`config.mk`:
```
export PLATFORM = sky130hd
export DESIGN_NAME = exc_entry_unit
export DESIGN_NICKNAME = d
export VERILOG_FILES = /design/src/rtl/exc_entry_pkg.sv /design/src/rtl/exc_cond_detect.sv /design/src/rtl/exc_frame_build.sv /design/src/rtl/exc_entry_unit.sv
export SDC_FILE = /design/constraint.sdc
export NUM_CORES = 1
export LEC_CHECK = 0
export ABC_CLOCK_PERIOD_IN_PS = 2300
export BUFFER_PORTS_ARGS = -buffer_cell sky130_fd_sc_hd__buf_2
export CORE_MARGIN = 10
export CORE_UTILIZATION = 30
export DETAILED_ROUTE_END_ITERATION = 8
export RECOVER_POWER = 25
export SETUP_SLACK_MARGIN = 0.02
export SLEW_MARGIN = 30
export SYNTH_ARGS = -nofsm -noshare
export SYNTH_HDL_FRONTEND = slang
export SYNTH_HIERARCHICAL = 1
export SYNTH_SLANG_ARGS = --single-unit
```
`constraint.sdc`:
```
create_clock -name clk -period 2.3 [get_ports clk]
set_input_delay 0.115 -clock clk [delete_from_list [all_inputs] [get_ports clk]]
set_output_delay 0.115 -clock clk [all_outputs]
set_load 0.02 [all_outputs]
```
`src/rtl/exc_entry_pkg.sv`:
```
package exc_entry_pkg;

    localparam int XLEN = 32;
    typedef logic [XLEN-1:0] word_t;

    typedef enum logic [1:0] {
        CAUSE_NONE  = 2'd0,
        CAUSE_EMUL  = 2'd1,
        CAUSE_XMISS = 2'd2
    } cause_e;

    // machine state bit positions (little-endian index)
    localparam int MSR_LE_B  = 0;
    localparam int MSR_IR_B  = 5;
    localparam int MSR_IP_B  = 6;
    localparam int MSR_ME_B  = 12;
    localparam int MSR_PR_B  = 14;
    localparam int MSR_ILE_B = 16;

    localparam int    SRR1_COPY_W      = 16;
    localparam int    SRR1_MISS_FLAG_B = 30;
    localparam word_t VEC_EMUL_OFF     = 32'h0000_1000;
    localparam word_t VEC_XMISS_OFF    = 32'h0000_1100;
    localparam word_t VEC_BASE_HIGH    = 32'hFFF0_0000;

    typedef struct packed {
        logic executes;
        logic unimpl;
        logic spr_op;
        logic spr_on_unimpl;
        logic spr_off_unimpl;
        logic spr_n0;
    } dec_info_t;

    typedef struct packed {
        cause_e cause;
        word_t  ret_addr;
        word_t  saved_stat;
        word_t  new_msr;
        word_t  target;
    } frame_t;

    function automatic word_t vec_base(input logic ip, input word_t high_base);
        return ip ? high_base : '0;
    endfunction

endpackage

```
`src/rtl/exc_cond_detect.sv`:
```
module exc_cond_detect
    import exc_entry_pkg::*;
(
    input  dec_info_t dec,
    input  word_t     pc,
    input  logic      fetch_valid,
    input  word_t     fetch_ea,
    input  logic      xlat_hit,
    input  logic      msr_ir,
    input  logic      msr_pr,
    output cause_e    cause,
    output word_t     ret_addr
);
    logic emul_hit;
    logic miss_hit;
    logic spr_trap;

    always_comb begin
        spr_trap = dec.spr_op &&
                   (dec.spr_on_unimpl ||
                    (dec.spr_off_unimpl && (!dec.spr_n0 || !msr_pr)));
        emul_hit = dec.executes && (dec.unimpl || spr_trap);
        miss_hit = fetch_valid && msr_ir && !xlat_hit;
    end

    always_comb begin
        if (miss_hit) begin
            cause    = CAUSE_XMISS;
            ret_addr = fetch_ea;
        end else if (emul_hit) begin
            cause    = CAUSE_EMUL;
            ret_addr = pc;
        end else begin
            cause    = CAUSE_NONE;
            ret_addr = '0;
        end
    end
endmodule

```
`src/rtl/exc_frame_build.sv`:
```
module exc_frame_build
    import exc_entry_pkg::*;
#(
    parameter word_t OFF_EMUL  = VEC_EMUL_OFF,
    parameter word_t OFF_XMISS = VEC_XMISS_OFF,
    parameter word_t BASE_HIGH = VEC_BASE_HIGH
) (
    input  cause_e                 cause,
    input  logic [SRR1_COPY_W-1:0] msr_low,
    input  logic                   msr_ile,
    output word_t                  saved_stat,
    output word_t                  new_msr,
    output word_t                  target
);
    localparam int KEEP_IP = MSR_IP_B;
    localparam int KEEP_ME = MSR_ME_B;

    logic is_miss;
    assign is_miss = (cause == CAUSE_XMISS);

    // saved status word, built bit by bit
    for (genvar i = 0; i < XLEN; i++) begin : g_srr1
        if (i < SRR1_COPY_W) begin : g_copy
            assign saved_stat[i] = msr_low[i];
        end else if (i == SRR1_MISS_FLAG_B) begin : g_flag
            assign saved_stat[i] = is_miss;
        end else begin : g_zero
            assign saved_stat[i] = 1'b0;
        end
    end

    // new machine state word
    for (genvar i = 0; i < XLEN; i++) begin : g_msr
        if (i == KEEP_IP || i == KEEP_ME) begin : g_keep
            assign new_msr[i] = msr_low[i];
        end else if (i == MSR_LE_B) begin : g_le
            assign new_msr[i] = msr_ile;
        end else begin : g_clr
            assign new_msr[i] = 1'b0;
        end
    end

    always_comb begin
        target = vec_base(msr_low[MSR_IP_B], BASE_HIGH) |
                 (is_miss ? OFF_XMISS : OFF_EMUL);
    end
endmodule

```
`src/rtl/exc_entry_unit.sv`:
```
module exc_entry_unit
    import exc_entry_pkg::*;
#(
    parameter word_t OFF_EMUL  = VEC_EMUL_OFF,
    parameter word_t OFF_XMISS = VEC_XMISS_OFF,
    parameter word_t BASE_HIGH = VEC_BASE_HIGH
) (
    input  logic        clk,
    input  logic        rst,
    input  logic        dec_valid,
    input  logic        dec_unimpl,
    input  logic        dec_spr_op,
    input  logic        dec_spr_oncore_unimpl,
    input  logic        dec_spr_offcore_unimpl,
    input  logic        dec_spr_n0,
    input  logic [31:0] dec_pc,
    input  logic        fetch_valid,
    input  logic [31:0] fetch_ea,
    input  logic        xlat_hit,
    input  logic [31:0] msr_i,
    output logic        redirect_o,
    output logic [31:0] redirect_pc_o,
    output logic [1:0]  cause_o,
    output logic [31:0] srr0_o,
    output logic [31:0] srr1_o,
    output logic [31:0] msr_o
);
    dec_info_t dec;
    frame_t    frame;
    logic      unused_msr_hi;

    assign unused_msr_hi = ^msr_i[XLEN-1:MSR_ILE_B+1];

    always_comb begin
        dec.executes       = dec_valid;
        dec.unimpl         = dec_unimpl;
        dec.spr_op         = dec_spr_op;
        dec.spr_on_unimpl  = dec_spr_oncore_unimpl;
        dec.spr_off_unimpl = dec_spr_offcore_unimpl;
        dec.spr_n0         = dec_spr_n0;
    end

    exc_cond_detect u_detect (
        .dec         (dec),
        .pc          (dec_pc),
        .fetch_valid (fetch_valid),
        .fetch_ea    (fetch_ea),
        .xlat_hit    (xlat_hit),
        .msr_ir      (msr_i[MSR_IR_B]),
        .msr_pr      (msr_i[MSR_PR_B]),
        .cause       (frame.cause),
        .ret_addr    (frame.ret_addr)
    );

    exc_frame_build #(
        .OFF_EMUL  (OFF_EMUL),
        .OFF_XMISS (OFF_XMISS),
        .BASE_HIGH (BASE_HIGH)
    ) u_frame (
        .cause      (frame.cause),
        .msr_low    (msr_i[SRR1_COPY_W-1:0]),
        .msr_ile    (msr_i[MSR_ILE_B]),
        .saved_stat (frame.saved_stat),
        .new_msr    (frame.new_msr),
        .target     (frame.target)
    );

    logic   taken;
    cause_e cause_q;
    assign taken = (frame.cause != CAUSE_NONE);

    always_ff @(posedge clk) begin
        if (rst) begin
            redirect_o    <= 1'b0;
            cause_q       <= CAUSE_NONE;
            redirect_pc_o <= '0;
            srr0_o        <= '0;
            srr1_o        <= '0;
            msr_o         <= '0;
        end else begin
            redirect_o <= taken;
            cause_q    <= frame.cause;
            if (taken) begin
                redirect_pc_o <= frame.target;
                srr0_o        <= frame.ret_addr;
                srr1_o        <= frame.saved_stat;
                msr_o         <= frame.new_msr;
            end
        end
    end

    assign cause_o = cause_q;
endmodule

```
==> flow_summary.yaml, run 1 <==
status:
  outcome: "completed"
timing:
  drv_slew: 0
  setup_viol: 0
  period_minus_slack_ns: 1.791
  finalHoldViolations: 0
  clock_skew_ns: 0
  period_share_pct: 77.85
  max_freq_ghz: 0.5585
  rsz0062_at_grt: "no"
  final.setup.tns_ns: 0
  tightest_slew_ns: 0.5167
  max_slew_margin_pct: 65.56
final_layout:
  nFillCells: 2297
  multi_input_area_um2: 3193
  post-route-cell-area_um2: 8135
  regArea_um2: 2623
  drive_gt1_share_pct: 25.19
  layout.nets: 1035
  final_common_cell: "buf_2"
  areaGrowthSynthToFinish_pct: 20.18
  final_cell_mix: "buf_2 (155), dfxtp_1 (131), a21oi_1 (128), or3b_1 (100), o21ai_0 (85)"
min_path:
  min_path_type: "input pin to flop"
grt:
  grt_pass1_wl_um: 29540
  grt_overflow: 0
  grt_pass1_vias: 5369
  track_usage_pct: 12.54
  grt_start_max_net_pins: 111
  antenna_found_initial: 1
setup_path:
  slowest_delay_ns: 0.53
  startpoint_type: "input pin"
  worstPathCellList: "dlygate4sd3_1, buf_2, nand2_1, a31oi_4, nor2_4, buf_12, or3b_2, a21oi_1"
  cp_slowest_cell: "dlygate4sd3_1"
  cp-end-kind: "flop"
  critPathArrivalTime_ns: 2.12
  cp_max_fo: 110
  crit_type: "input pin to flop"
  worstPathRequired_ns: 2.63
routing:
  vias_per_cell: 4.655
  drc: 0
  routed_wl_um: 19160
  drt_iter0_markers: 338
  dr.pass1.iters: 4
  routedWlPerCell_um: 15.73
  antenna_left: 0
  routed-via-count: 5670
cts:
  cts_buffers: 17
  h-tree-depth: 4
  cts_tree: "built"
  root_buffer: "clkbuf_16"
  insertion_delay_ns: 0.40
  post-cts-setup-buffers: 0
  path_clk_slew_ns: 0.05
  clk_path_buf_depth: 2
  clock_sinks: 131
floorplan:
  die_area_um2: 28970
  io_pins: 237
  rows: 54
  start_util_pct: 30.73
  die_w_um: 170.2
  die_h_um: 170.2
  core-area_um2: 22030
flow_run:
  maxCapViolations: 0
logic_synthesis:
  ys_warn_count: 6
  synth_seq_cells: 131
  seq_area_frac_synth_pct: 38.74
  synth_cells: 774
  netlist_area_um2: 6769
  yosysUniqueCellTypes: 24
  syn_area_per_cell_um2: 8.745
pwr:
  vdd_drop_max_mv: 0.4178
  p_per_area_nw_per_um2: 741.5
  p_leak_nw: 3.174
place:
  dp_hpwl_um: 12790
  gp_congestion: 0.8206
  port_buffers: 221
  placed_area_um2: 7501
==> registers in the layout, summed over array words and instances, names as in the netlist <==
name / cells
msr_o: 32
redirect_pc_o: 32
srr0_o: 32
srr1_o: 32
cause_o: 2
redirect_o: 1
==> routing by layer <==
metal  GRT usage (%)  share of wire (%)  vias up
met5               0                  0        -
met4           2.975               0.70        0
met3           5.761                9.5        7
met2           18.63                 43      153
met1           16.14                 47     2580
li1                -                  -     2930
==> per-stage QoR <==
step / setup slack (ns) / util (%) / cells / hold slack (ns) / total power [W]
after floorplan: 0.6692 / - / 835 / 0.3714 / 0.003263
after global placement: 0.6249 / 34.05 / 1174 / 0.3807 / 0.003469
after detailed placement: 0.6037 / 34.05 / 1174 / 0.3878 / 0.003483
after CTS: 0.5798 / 37.29 / 1217 / 0.05705 / 0.006171
after global routing: 0.4517 / 36.93 / 1218 / 0.07625 / 0.006349
final: 0.5094 / 36.93 / 1218 / 0.08562 / 0.006032
==> path summary, 6_finish.rpt <==
| path | endpoint | startpoint | slack, ns | cells past startpoint |
|---|---|---|---|---|
| setup / recovery | msr_o[20]$_SDFFE_PP0P_ | msr_i[14] | 0.51 | 8 |
| hold / removal | srr0_o[21]$_SDFFE_PP0P_ | fetch_ea[21] | 0.09 | 4 |
| setup reg to reg | msr_o[31]$_SDFFE_PP0P_ | msr_o[31]$_SDFFE_PP0P_ | 1.32 | 2 |
| hold reg to reg | redirect_pc_o[12]$_SDFFE_PP0P_ | redirect_pc_o[12]$_SDFFE_PP0P_ | 0.54 | 2 |
==> synthesized netlist by cell type (all sizes together) <==
cell | count | share of area (%)
a21o | 1 | 0.11
o2bb2ai | 32 | 4.3
nor2 | 3 | 0.17
nand3b | 1 | 0.30
a21oi | 128 | 9.5
nand3 | 32 | 2.4
or3b | 128 | 17
buf | 140 | 15
o21ai | 128 | 9.5
conb | 2 | 0.11
clkbuf | 41 | 2.3
a31oi | 1 | 0.31
dfxtp | 131 | 39
nand2 | 2 | 0.11
nor2b | 3 | 0.39
inv | 1 | 0.055
==> area by class of cell <==
cell class	instances	area share, %
multi-input cells	522	39.25
flip-flops and latches	131	32.24
repair buffers	256	17.27
clock buffers	21	5.783
well taps	280	4.306
clock inverters	6	1.015
inverters	1	0.1077
diodes	1	0.03076
==> worst max-delay path: cells and delay by family <==
kind,cells,cell delay [ns]
buffers and inverters,3,0.84
AOI/OAI and AO/OA,2,0.39
and+or+nand+nor,3,0.69
==> cell families (layout without fill, tap and decap cells) <==
kind of cell	after synthesis	count (layout)	synth area share (%)
other	2	64	0.1109
and+or+nand+nor	169	169	19.89
AOI/OAI and AO/OA	290	290	23.68
DFF	131	131	38.74
buffers and inverters	182	284	17.58
==> timing repair <==
| action | in CTS | in global routing |
|---|---|---|
| gates resized for setup | 0 | 0 |
| hold buffers | 16 | 0 |
| endpoints found under the hold margin | 17 | 0 |
| setup endpoints to repair | 0 | 0 |
==> power breakdown <==
part	total [W]	switching [W]	leakage, nW	internal, W
Sequential	0.00247	0.0000557	1.07	0.00241
Clock	0.00260	0.000950	0.272	0.00165
Combinational	0.000970	0.000607	1.83	0.000364
Total	0.00603	0.00161	3.17	0.00442
Note: power is estimated with default switching activity, not from simulation.
==> run 2: changes to the inputs <==
Settings changed: ABC_AREA from default to 1, ABC_CLOCK_PERIOD_IN_PS 2300 to 1800.
Clock period 2.3 ns to 1.8 ns, I/O delays scaled along.
==> flow_summary.yaml, run 2 <==
flow_run:
  maxCapViolations: 0
floorplan:
  start_util_pct: 30.41
  rows: 55
  die_h_um: 171.3
  io_pins: 237
  die_w_um: 171.3
  core-area_um2: 22570
  die_area_um2: 29330
place:
  dp_hpwl_um: 12520
  gp_congestion: 0.7884
  placed_area_um2: 7705
  port_buffers: 221
cts:
  cts_buffers: 17
  root_buffer: "clkbuf_16"
  insertion_delay_ns: 0.41
  path_clk_slew_ns: 0.06
  clock_sinks: 131
  clk_path_buf_depth: 2
  cts_tree: "built"
  h-tree-depth: 4
pwr:
  p_leak_nw: 4.673
  p_per_area_nw_per_um2: 1004
  vdd_drop_max_mv: 0.5235
min_path:
  holdPathStages: 5
  worstHoldStart: "fetch_ea[23]"
  min_path_type: "input pin to flop"
setup_path:
  cp_max_fo: 86
  startpoint_type: "input pin"
  slowest_delay_ns: 0.53
  cp-end-kind: "flop"
  endpoint: "srr1_o[3]$_SDFFE_PP0P_"
  reg2reg_to: "srr0_o[27]$_SDFFE_PP0P_"
  worst-r2r-cell-count: 4
  worstPathCellList: "dlygate4sd3_1, buf_2, nand2_2, nor2_4, buf_4, nor2_2, nor2_4, buf_12, nand2_1, nand2_1, nor2_1"
  crit_start: "msr_i[5]"
  cp_slowest_cell: "dlygate4sd3_1"
  crit_type: "input pin to flop"
  worstPathRequired_ns: 2.10
  critPathArrivalTime_ns: 1.97
  crit-reg2reg-launch: "srr0_o[27]$_SDFFE_PP0P_"
  r2r_slack_ns: 1.14
timing:
  drv_slew: 0
  finalHoldViolations: 0
  setup_viol: 0
  max_slew_margin_pct: 65.98
  period_minus_slack_ns: 1.665
  holdWs_ns: 0.01407
  clock_skew_ns: 0
  period_share_pct: 92.49
  max_freq_ghz: 0.6007
  rsz0062_at_grt: "yes"
  tightest_slew_ns: 0.5103
logic_synthesis:
  synth_top_cell_area_share_pct: 38.21
  synth_cells: 1039
  yosysUniqueCellTypes: 15
  yosysTopAreaCell: "dfxtp_1"
  synth_top_family_by_area: "simple AND/OR/NAND/NOR gates"
  yosys.area_share.simple_pct: 38.41
  synthAdderAreaFrac_pct: 0
  muxShareOfSynthArea_pct: 0
  synth_top_cells_by_count: "nand2_1 (294), nor2_1 (260), inv_1 (135)"
  seq_area_frac_synth_pct: 38.21
  synth_seq_cells: 131
  ys.flop_type: "dfxtp_1"
  yosys.area_share.xor_xnor_pct: 0
  ys_warn_count: 6
  synth-async-reset-ratio_pct: 0
  yosysMostFrequentCell: "nand2_1"
  synth_compound_area_share_pct: 0
  synth_edf_count: 0
  syn_area_per_cell_um2: 6.606
  netlist_area_um2: 6864
  synth_area_leaders: "dfxtp_1 (38%), nand2_1 (16%), nor2_1 (14%), buf_4 (13%), inv_1 (7.4%)"
routing:
  drc: 0
  routed-via-count: 5817
  antenna_left: 0
  dr.pass1.iters: 4
  routed_wl_um: 18000
  routedWlPerCell_um: 11.73
  vias_per_cell: 3.792
  drt_iter0_markers: 346
final_layout:
  drive_gt1_share_pct: 22.10
  post-route-cell-area_um2: 8549
  areaGrowthSynthToFinish_pct: 24.55
  nFillCells: 2423
  final_cell_mix: "nand2_1 (294), nor2_1 (259), buf_2 (157), inv_1 (134), dfxtp_1 (131)"
  n_antenna_cell: 0
  final_common_cell: "nand2_1"
  layout.nets: 1342
grt:
  grt_pass1_wl_um: 28330
  grt_start_max_net_pins: 87
  grt_pass1_vias: 5572
  track_usage_pct: 12.11
  antenna_found_initial: 0
  grt_overflow: 0
status:
  outcome: "completed"
[run 2: stage by stage]
step | TNS, ns | util (%) | total power [W] | std cells | worst slack, ns
final | 0 | 37.88 | 0.008582 | 1534 | 0.1352
after global routing | -0.002576 | 37.88 | 0.009139 | 1534 | -0.001817
after CTS | 0 | 37.93 | 0.008758 | 1530 | 0.08780
after detailed placement | 0 | 34.14 | 0.005125 | 1472 | 0.1840
after global placement | 0 | 33.95 | 0.005078 | 1470 | 0.1210
after floorplan | 0 | - | 0.004697 | 1100 | 0.5044
[run 2: cells by family (layout without fill, tap and decap cells)]
logic type             count (synthesis)  count (layout)
buffers and inverters                283             432
DFF                                  131             131
other                                  2              63
and+or+nand+nor                      623             623
[run 2: how the worst min path moves through the flow]
| stage | end |
|---|---|
| CTS | srr0_o[23]$_SDFFE_PP0P_ |
| global route | srr0_o[19]$_SDFFE_PP0P_ |
| detailed placement | srr1_o[15]$_SDFFE_PP0P_ |
| floorplan | cause_o[1]$_SDFF_PP0_ |
| finish | srr0_o[23]$_SDFFE_PP0P_ |
| global placement | srr1_o[15]$_SDFFE_PP0P_ |
[run 2: worst max-delay path, delay by kind of cell]
kind,cells,cell delay (ns)
and+or+nand+nor,7,0.67
buffers and inverters,4,1.15
[run 2: layout make-up]
type | instances | area, um^2 | share of cell area (%)
Clock buffer | 20 | 466.7 | 5.459
Clock inverter | 12 | 130.1 | 1.522
Inverter | 135 | 509.2 | 5.956
Multi-Input combinational cell | 686 | 2880 | 33.69
Sequential cell | 131 | 2623 | 30.67
Tap cell | 285 | 356.6 | 4.171
Timing Repair Buffer | 265 | 1584 | 18.53
[run 2: power by group]
group | internal (W) | leakage (nW) | switching (W) | total, W
clock | 0.00215 | 0.292 | 0.00135 | 0.00350
combinational | 0.000627 | 3.30 | 0.00116 | 0.00179
sequential | 0.00317 | 1.09 | 0.000124 | 0.00330
total | 0.00595 | 4.67 | 0.00263 | 0.00858
[run 2: timing repair]
action | 4_1_cts | 5_1_grt
setup endpoints to repair | 0 | 66
hold buffers | 26 | 0
hold endpoints to repair | 29 | 0
setup buffers | 0 | 2
resized for setup | 0 | 1
[run 2: routing by layer]
metal	GRT usage, %	vias to the layer above	routed length (um)
met3	4.676	22	1263
met5	0	-	0
met4	4.802	0	444
li1	-	3225	-
met2	19.99	130	8335
met1	13.79	2440	7956
